--- src/rtl/bx_pkg.sv ---
package bx_pkg;

  localparam logic [3:0] COND_ALWAYS = 4'hE;

  // Control part of one emitted micro-op
  typedef struct packed {
    logic [3:0] cond;
    logic       to_link;
    logic       flush;
  } uop_ctl_t;

  // Opposite condition: the codes come in pairs differing in bit 0
  function automatic logic [3:0] cond_invert(input logic [3:0] c);
    return {c[3:1], ~c[0]};
  endfunction

endpackage

--- src/rtl/bx_target.sv ---
module bx_target #(
  parameter int AW = 32,
  parameter int OW = 24
) (
  input  logic [AW-1:0] addr,
  input  logic [OW-1:0] offset,
  output logic [AW-1:0] target,
  output logic [AW-1:0] next_addr
);
  localparam int EXT = AW - OW;

  logic [AW-1:0] off_ext;
  logic [AW-1:0] off_bytes;

  always_comb begin
    off_ext   = {{EXT{offset[OW-1]}}, offset};
    off_bytes = {off_ext[AW-3:0], 2'b00};
    target    = addr + AW'(8) + off_bytes;
    next_addr = addr + AW'(4);
  end
endmodule

--- src/rtl/bx_plan.sv ---
module bx_plan #(
  parameter int AW = 32
) (
  input  logic [3:0]       cond,
  input  logic             link,
  input  logic             backward,
  input  logic [AW-1:0]    target,
  input  logic [AW-1:0]    next_addr,
  output logic             take,
  output logic [1:0]       n_ops,
  output bx_pkg::uop_ctl_t ctl0,
  output logic [AW-1:0]    val0,
  output bx_pkg::uop_ctl_t ctl1,
  output logic [AW-1:0]    val1
);
  import bx_pkg::*;

  logic always_c;

  always_comb begin
    always_c = (cond == COND_ALWAYS);
    take     = 1'b1;
    n_ops    = 2'd0;
    ctl0     = '{cond: cond, to_link: 1'b0, flush: 1'b0};
    val0     = next_addr;
    ctl1     = '{cond: cond, to_link: 1'b1, flush: 1'b0};
    val1     = next_addr;
    if (always_c) begin
      if (link) begin
        n_ops        = 2'd1;
        ctl0.to_link = 1'b1;
      end
    end else if (link) begin
      n_ops      = 2'd2;
      ctl0.cond  = cond_invert(cond);
      ctl0.flush = 1'b1;
    end else if (backward) begin
      n_ops      = 2'd1;
      ctl0.cond  = cond_invert(cond);
      ctl0.flush = 1'b1;
    end else begin
      take       = 1'b0;
      n_ops      = 2'd1;
      ctl0.flush = 1'b1;
      val0       = target;
    end
  end
endmodule

--- src/rtl/bx_queue.sv ---
module bx_queue #(
  parameter int AW = 32
) (
  input  logic             clk,
  input  logic             rst_n,
  input  logic             load,
  input  logic [1:0]       load_n,
  input  bx_pkg::uop_ctl_t ctl0,
  input  logic [AW-1:0]    val0,
  input  bx_pkg::uop_ctl_t ctl1,
  input  logic [AW-1:0]    val1,
  input  logic             pop,
  output logic             empty,
  output bx_pkg::uop_ctl_t head_ctl,
  output logic [AW-1:0]    head_val
);
  import bx_pkg::*;

  logic [1:0]    cnt_q, cnt_d;
  uop_ctl_t      ctl_q [2];
  logic [AW-1:0] val_q [2];
  uop_ctl_t      ctl_d [2];
  logic [AW-1:0] val_d [2];
  logic          slot_en;

  always_comb begin
    cnt_d   = cnt_q;
    ctl_d   = ctl_q;
    val_d   = val_q;
    slot_en = 1'b0;
    if (load) begin
      cnt_d    = load_n;
      ctl_d[0] = ctl0;
      val_d[0] = val0;
      ctl_d[1] = ctl1;
      val_d[1] = val1;
      slot_en  = 1'b1;
    end else if (pop && cnt_q != 2'd0) begin
      cnt_d    = cnt_q - 2'd1;
      ctl_d[0] = ctl_q[1];
      val_d[0] = val_q[1];
      slot_en  = 1'b1;
    end
  end

  always_ff @(posedge clk or negedge rst_n) begin
    if (!rst_n) cnt_q <= 2'd0;
    else        cnt_q <= cnt_d;
  end

  for (genvar s = 0; s < 2; s++) begin : g_slot
    always_ff @(posedge clk) begin
      if (slot_en) begin
        ctl_q[s] <= ctl_d[s];
        val_q[s] <= val_d[s];
      end
    end
  end

  assign empty    = (cnt_q == 2'd0);
  assign head_ctl = ctl_q[0];
  assign head_val = val_q[0];
endmodule

--- src/rtl/bx_expander.sv ---
module bx_expander #(
  parameter int AW = 32,
  parameter int OW = 24
) (
  input  logic          clk,
  input  logic          rst_n,
  input  logic          in_valid,
  output logic          in_ready,
  input  logic [3:0]    in_cond,
  input  logic          in_link,
  input  logic [OW-1:0] in_offset,
  input  logic [AW-1:0] in_addr,
  output logic          redir_valid,
  output logic [AW-1:0] redir_pc,
  output logic          uop_valid,
  input  logic          uop_ready,
  output logic [3:0]    uop_cond,
  output logic          uop_to_link,
  output logic          uop_flush,
  output logic [AW-1:0] uop_value
);
  import bx_pkg::*;

  logic [AW-1:0] target, next_addr;
  logic          take, accept, empty;
  logic [1:0]    n_ops;
  uop_ctl_t      ctl0, ctl1, head_ctl;
  logic [AW-1:0] val0, val1, head_val;
  logic          redir_valid_d;
  logic          redir_pc_en;

  bx_target #(.AW(AW), .OW(OW)) u_target (
    .addr(in_addr), .offset(in_offset), .target(target), .next_addr(next_addr)
  );

  bx_plan #(.AW(AW)) u_plan (
    .cond(in_cond), .link(in_link), .backward(in_offset[OW-1]),
    .target(target), .next_addr(next_addr), .take(take), .n_ops(n_ops),
    .ctl0(ctl0), .val0(val0), .ctl1(ctl1), .val1(val1)
  );

  assign in_ready = empty;
  assign accept   = in_valid && in_ready;

  bx_queue #(.AW(AW)) u_queue (
    .clk(clk), .rst_n(rst_n), .load(accept), .load_n(n_ops),
    .ctl0(ctl0), .val0(val0), .ctl1(ctl1), .val1(val1),
    .pop(uop_ready), .empty(empty), .head_ctl(head_ctl), .head_val(head_val)
  );

  always_comb begin
    redir_valid_d = accept && take;
    redir_pc_en   = redir_valid_d;
  end

  always_ff @(posedge clk or negedge rst_n) begin
    if (!rst_n) redir_valid <= 1'b0;
    else        redir_valid <= redir_valid_d;
  end

  always_ff @(posedge clk) begin
    if (redir_pc_en) redir_pc <= target;
  end

  assign uop_valid   = !empty;
  assign uop_cond    = head_ctl.cond;
  assign uop_to_link = head_ctl.to_link;
  assign uop_flush   = head_ctl.flush;
  assign uop_value   = head_val;
endmodule

--- config.mk ---
export PLATFORM = sky130hd
export DESIGN_NAME = bx_expander
export DESIGN_NICKNAME = d
export VERILOG_FILES = /design/src/rtl/bx_pkg.sv /design/src/rtl/bx_target.sv /design/src/rtl/bx_plan.sv /design/src/rtl/bx_queue.sv /design/src/rtl/bx_expander.sv
export SDC_FILE = /design/constraint.sdc
export NUM_CORES = 1
export LEC_CHECK = 0
export BUFFER_PORTS_ARGS = -buffer_cell sky130_fd_sc_hd__buf_2
export CAP_MARGIN = 20
export CORE_UTILIZATION = 61
export CTS_CLUSTER_SIZE = 24
export DETAILED_ROUTE_END_ITERATION = 10
export HOLD_SLACK_MARGIN = 0.05
export PLACE_DENSITY_LB_ADDON = 0.25
export SYNTH_ARGS = -nofsm -noshare
export SYNTH_HDL_FRONTEND = slang
export SYNTH_HIERARCHICAL = 1
export SYNTH_SLANG_ARGS = --single-unit
--- constraint.sdc ---
create_clock -name clk -period 3.97 [get_ports clk]
set_clock_uncertainty 0.15 [all_clocks]
set_input_delay 0.5955 -clock clk [delete_from_list [all_inputs] [get_ports clk]]
set_output_delay 0.5955 -clock clk [all_outputs]
set_load 0.005 [all_outputs]
==> reports/metrics.csv <==
metric,value,unit
hold_violations,0,
synth_cell_types,66,
final_area,8063,sq um
synth-edff-count,108,
setup_viol,0,
cts-root-buf,clkbuf_16,
grt_pass1_vias,4751,
core,12010,sq um
startpoint_type,input port,
antenna_found_initial,0,
io_buffers,137,
drive_above_1_share,37.48,%
netlist_instances,611,
yosys_warnings,6,
crit_fanout,4,
reg2reg_depth,5,
worstPathArrival,3.64,ns
ant_nets,0,
cts_made_buffers,9,
cp.required,3.92,ns
dp.cells,814,
slowest_stage,fa_1,
power_density,488.5,nW/um^2
yosysSeqAreaShare,43.99,%
min_path_type,input port to flop,
nets,805,
tightest_slew,0.5609,ns
initial_core_util,62.79,%
setup_ws,0.2853,ns
htree_levels,3,
dpl-instance-area,7789,sq um
fp.dieH,113.2,microns
gp_congestion,0.9820,
drc,0,
dpl_worst_slack,-0.02751,ns
synth.avg_cell_area,12.34,sq um
status,completed,
cp_cell_sequence,buf_2 > inv_1 > ha_1 > inv_1 > ha_1 > fa_1 > a21oi_1 > nand4b_1 > a21boi_1 > a21o_1 > a21o_1 > a311oi_2 > xnor2_1 > mux2_4 > mux2_2,
grt_max_degree,44,
synth_flop_cell,edfxtp_1,
clk_pin_slew,0.07,ns
syn-num-nets,737,
grt_pass1_wl,23.83,mm
met1_length,6.981,mm
met2_length,6.989,mm
grt_overflow,0,
criticalPathCategory,input port to flop,
max_slew_margin,62.61,%
cts_sinks,111,
rsz0062_at_grt,no,
clk_path_buf_depth,2,
cts_tree,built,
dp_hpwl,11.10,mm
top_layer_used,met4,
design_power_total,3.939,mW
dieWidth,113.2,microns
wire_per_inst,18.11,microns
rows,40,
route.vias.total,4752,
die_area,12810,sq um
hold_path_depth,1,
met3_length,797,microns
grt_usage,24.27,%
fmax,0.2714,GHz
drt_iter0_drc,417,
netlist_area,7542,sq um
setup_tns,0,ns
ys_ff_latch,111,
max_stage_delay,0.40,ns
io_pins,138,
layoutNonFillerInstCount,830,
synthArstFlopShare,2.703,%
fin_crit_sh,92.81,%
drt-pass1-iter-count,5,
finalMaxSlewViolations,0,
clkLatencyLatePin,0.34,ns
critPathCaptureType,flop,
period_minus_slack,3.685,ns
p_leak,3.435,nW
ir_worst_vdd,0.2391,mV
n_antenna_cell,0,
syn_to_final_growth,6.901,%
drt_wl_total,15.03,mm
via_per_inst,5.725,
drv_cap,0,
cts_resized,0,
==> registers in the layout (all words and copies together), names as in the netlist <==
signal            cells
u_queue/cnt_q         2
u_queue/val_q        32
redir_valid           1
redir_pc             32
u_queue/head_val     32
u_queue/head_ctl      6
u_queue/ctl_q         6
==> synth_stat cells (all sizes together), types with 4 or more instances <==
library cell	instances	area (sq um)
clkbuf	4	15.01
and3	7	43.79
nand2	31	135.1
mux2	70	897.1
buf	91	714.4
edfxtp	108	3243
nand4	11	83.83
and2	4	27.52
inv	15	58.81
xnor2	36	315.3
o21a	4	30.03
nor2b	6	37.54
nor2	24	113.9
xor2	21	183.9
a21o	12	90.09
nand3	16	92.59
ha	60	750.7
a21oi	29	148.9
nor3	6	41.29
o21ai	10	50.04
o211ai	6	50.05
==> metal layers <==
metal	up-vias	GRT usage (%)
met2	189	38.32
li1	2283	-
met5	-	0
met3	23	3.856
met4	0	8.070
met1	2257	34.27
==> logic make-up after synthesis <==
group | synth area share [%]
multiplexers | 11.89
adder cells (fa/ha/maj) | 10.22
buffers and inverters | 10.45
AND/OR/NAND/NOR | 9.489
XOR/XNOR | 6.619
flip-flops | 43.99
other | 0.09957
AO/OA/AOI/OAI | 7.233
==> placed cells by master (no fill, tap or decap), drive strengths merged, types with 2 or more instances in the layout <==
cell type  instances
and3               7
inv               15
a21o              12
a31o               2
o211ai             6
xor2              21
nor2b              6
ha                60
a211oi             2
buf              151
xnor2             36
clkbuf             9
o21a               4
o31ai              3
conb               2
a21oi             29
nor3b              2
nand2             31
nor2              24
o21ai             10
nor3               6
clkinv             3
or2                2
mux2              70
nand3             16
nand4             11
and2               4
nand2b             3
a221o              2
edfxtp           108
clkinvlp           3
or4b               2
dfrtp              3
==> worst paths after layout <==
| path | startpoint | end | slack [ns] |
|---|---|---|---|
| hold reg to reg | u_queue/ctl_q[1]$_DFFE_PP_ | u_queue/head_ctl[1]$_DFFE_PP_ | 0.40 |
| setup / recovery | in_addr[3] | u_queue/head_val[27]$_DFFE_PP_ | 0.29 |
| setup reg to reg | u_queue/cnt_q[0]$_DFFE_PN0P_ | u_queue/head_val[13]$_DFFE_PP_ | 1.48 |
| hold / removal | in_cond[1] | u_queue/ctl_q[3]$_DFFE_PP_ | 0.31 |
| max in group asynchronous | rst_n | u_queue/cnt_q[0]$_DFFE_PN0P_ | 3.11 |
| min in group asynchronous | rst_n | u_queue/cnt_q[1]$_DFFE_PN0P_ | 0.44 |
==> per-stage QoR <==
stage,hold slack (ns),util (%)
6_report,0.3145,67.13
5_1_grt,0.3022,67.13
4_1_cts,0.2962,67.13
3_5_place_dp,0.2456,64.84
3_3_place_gp,0.2434,64.84
2_1_floorplan,0.1499,-
==> worst max-delay path: cells and delay by family <==
kind / cells / cell delay (ns)
compound gates: 5 / 1.07
fa+ha+maj: 3 / 0.90
mux: 2 / 0.53
buf+inv: 3 / 0.21
simple gates: 1 / 0.21
xor+xnor: 1 / 0.12
==> cell type report <==
| class | count | area, sq um |
|---|---|---|
| fillers | 902 | 3949 |
| multi-input cells | 390 | 3437 |
| well taps | 147 | 183.9 |
| clock inverters | 6 | 38.79 |
| flip-flops and latches | 111 | 3318 |
| inverters | 15 | 58.81 |
| clock buffers | 9 | 225.2 |
| repair buffers | 152 | 800.8 |
==> power by group <==
group / switching [mW] / internal [mW]
logic: 0.722 / 0.579
registers: 0.0814 / 1.73
clock network: 0.405 / 0.419
total: 1.21 / 2.73
==> what timing repair did <==
action                                  CTS  global route
endpoints found under the setup margin    0             0
hold endpoints to repair                  3             0
hold buffers                              1             0
setup buffers                             0             0
(Power assumes the default switching activity.)
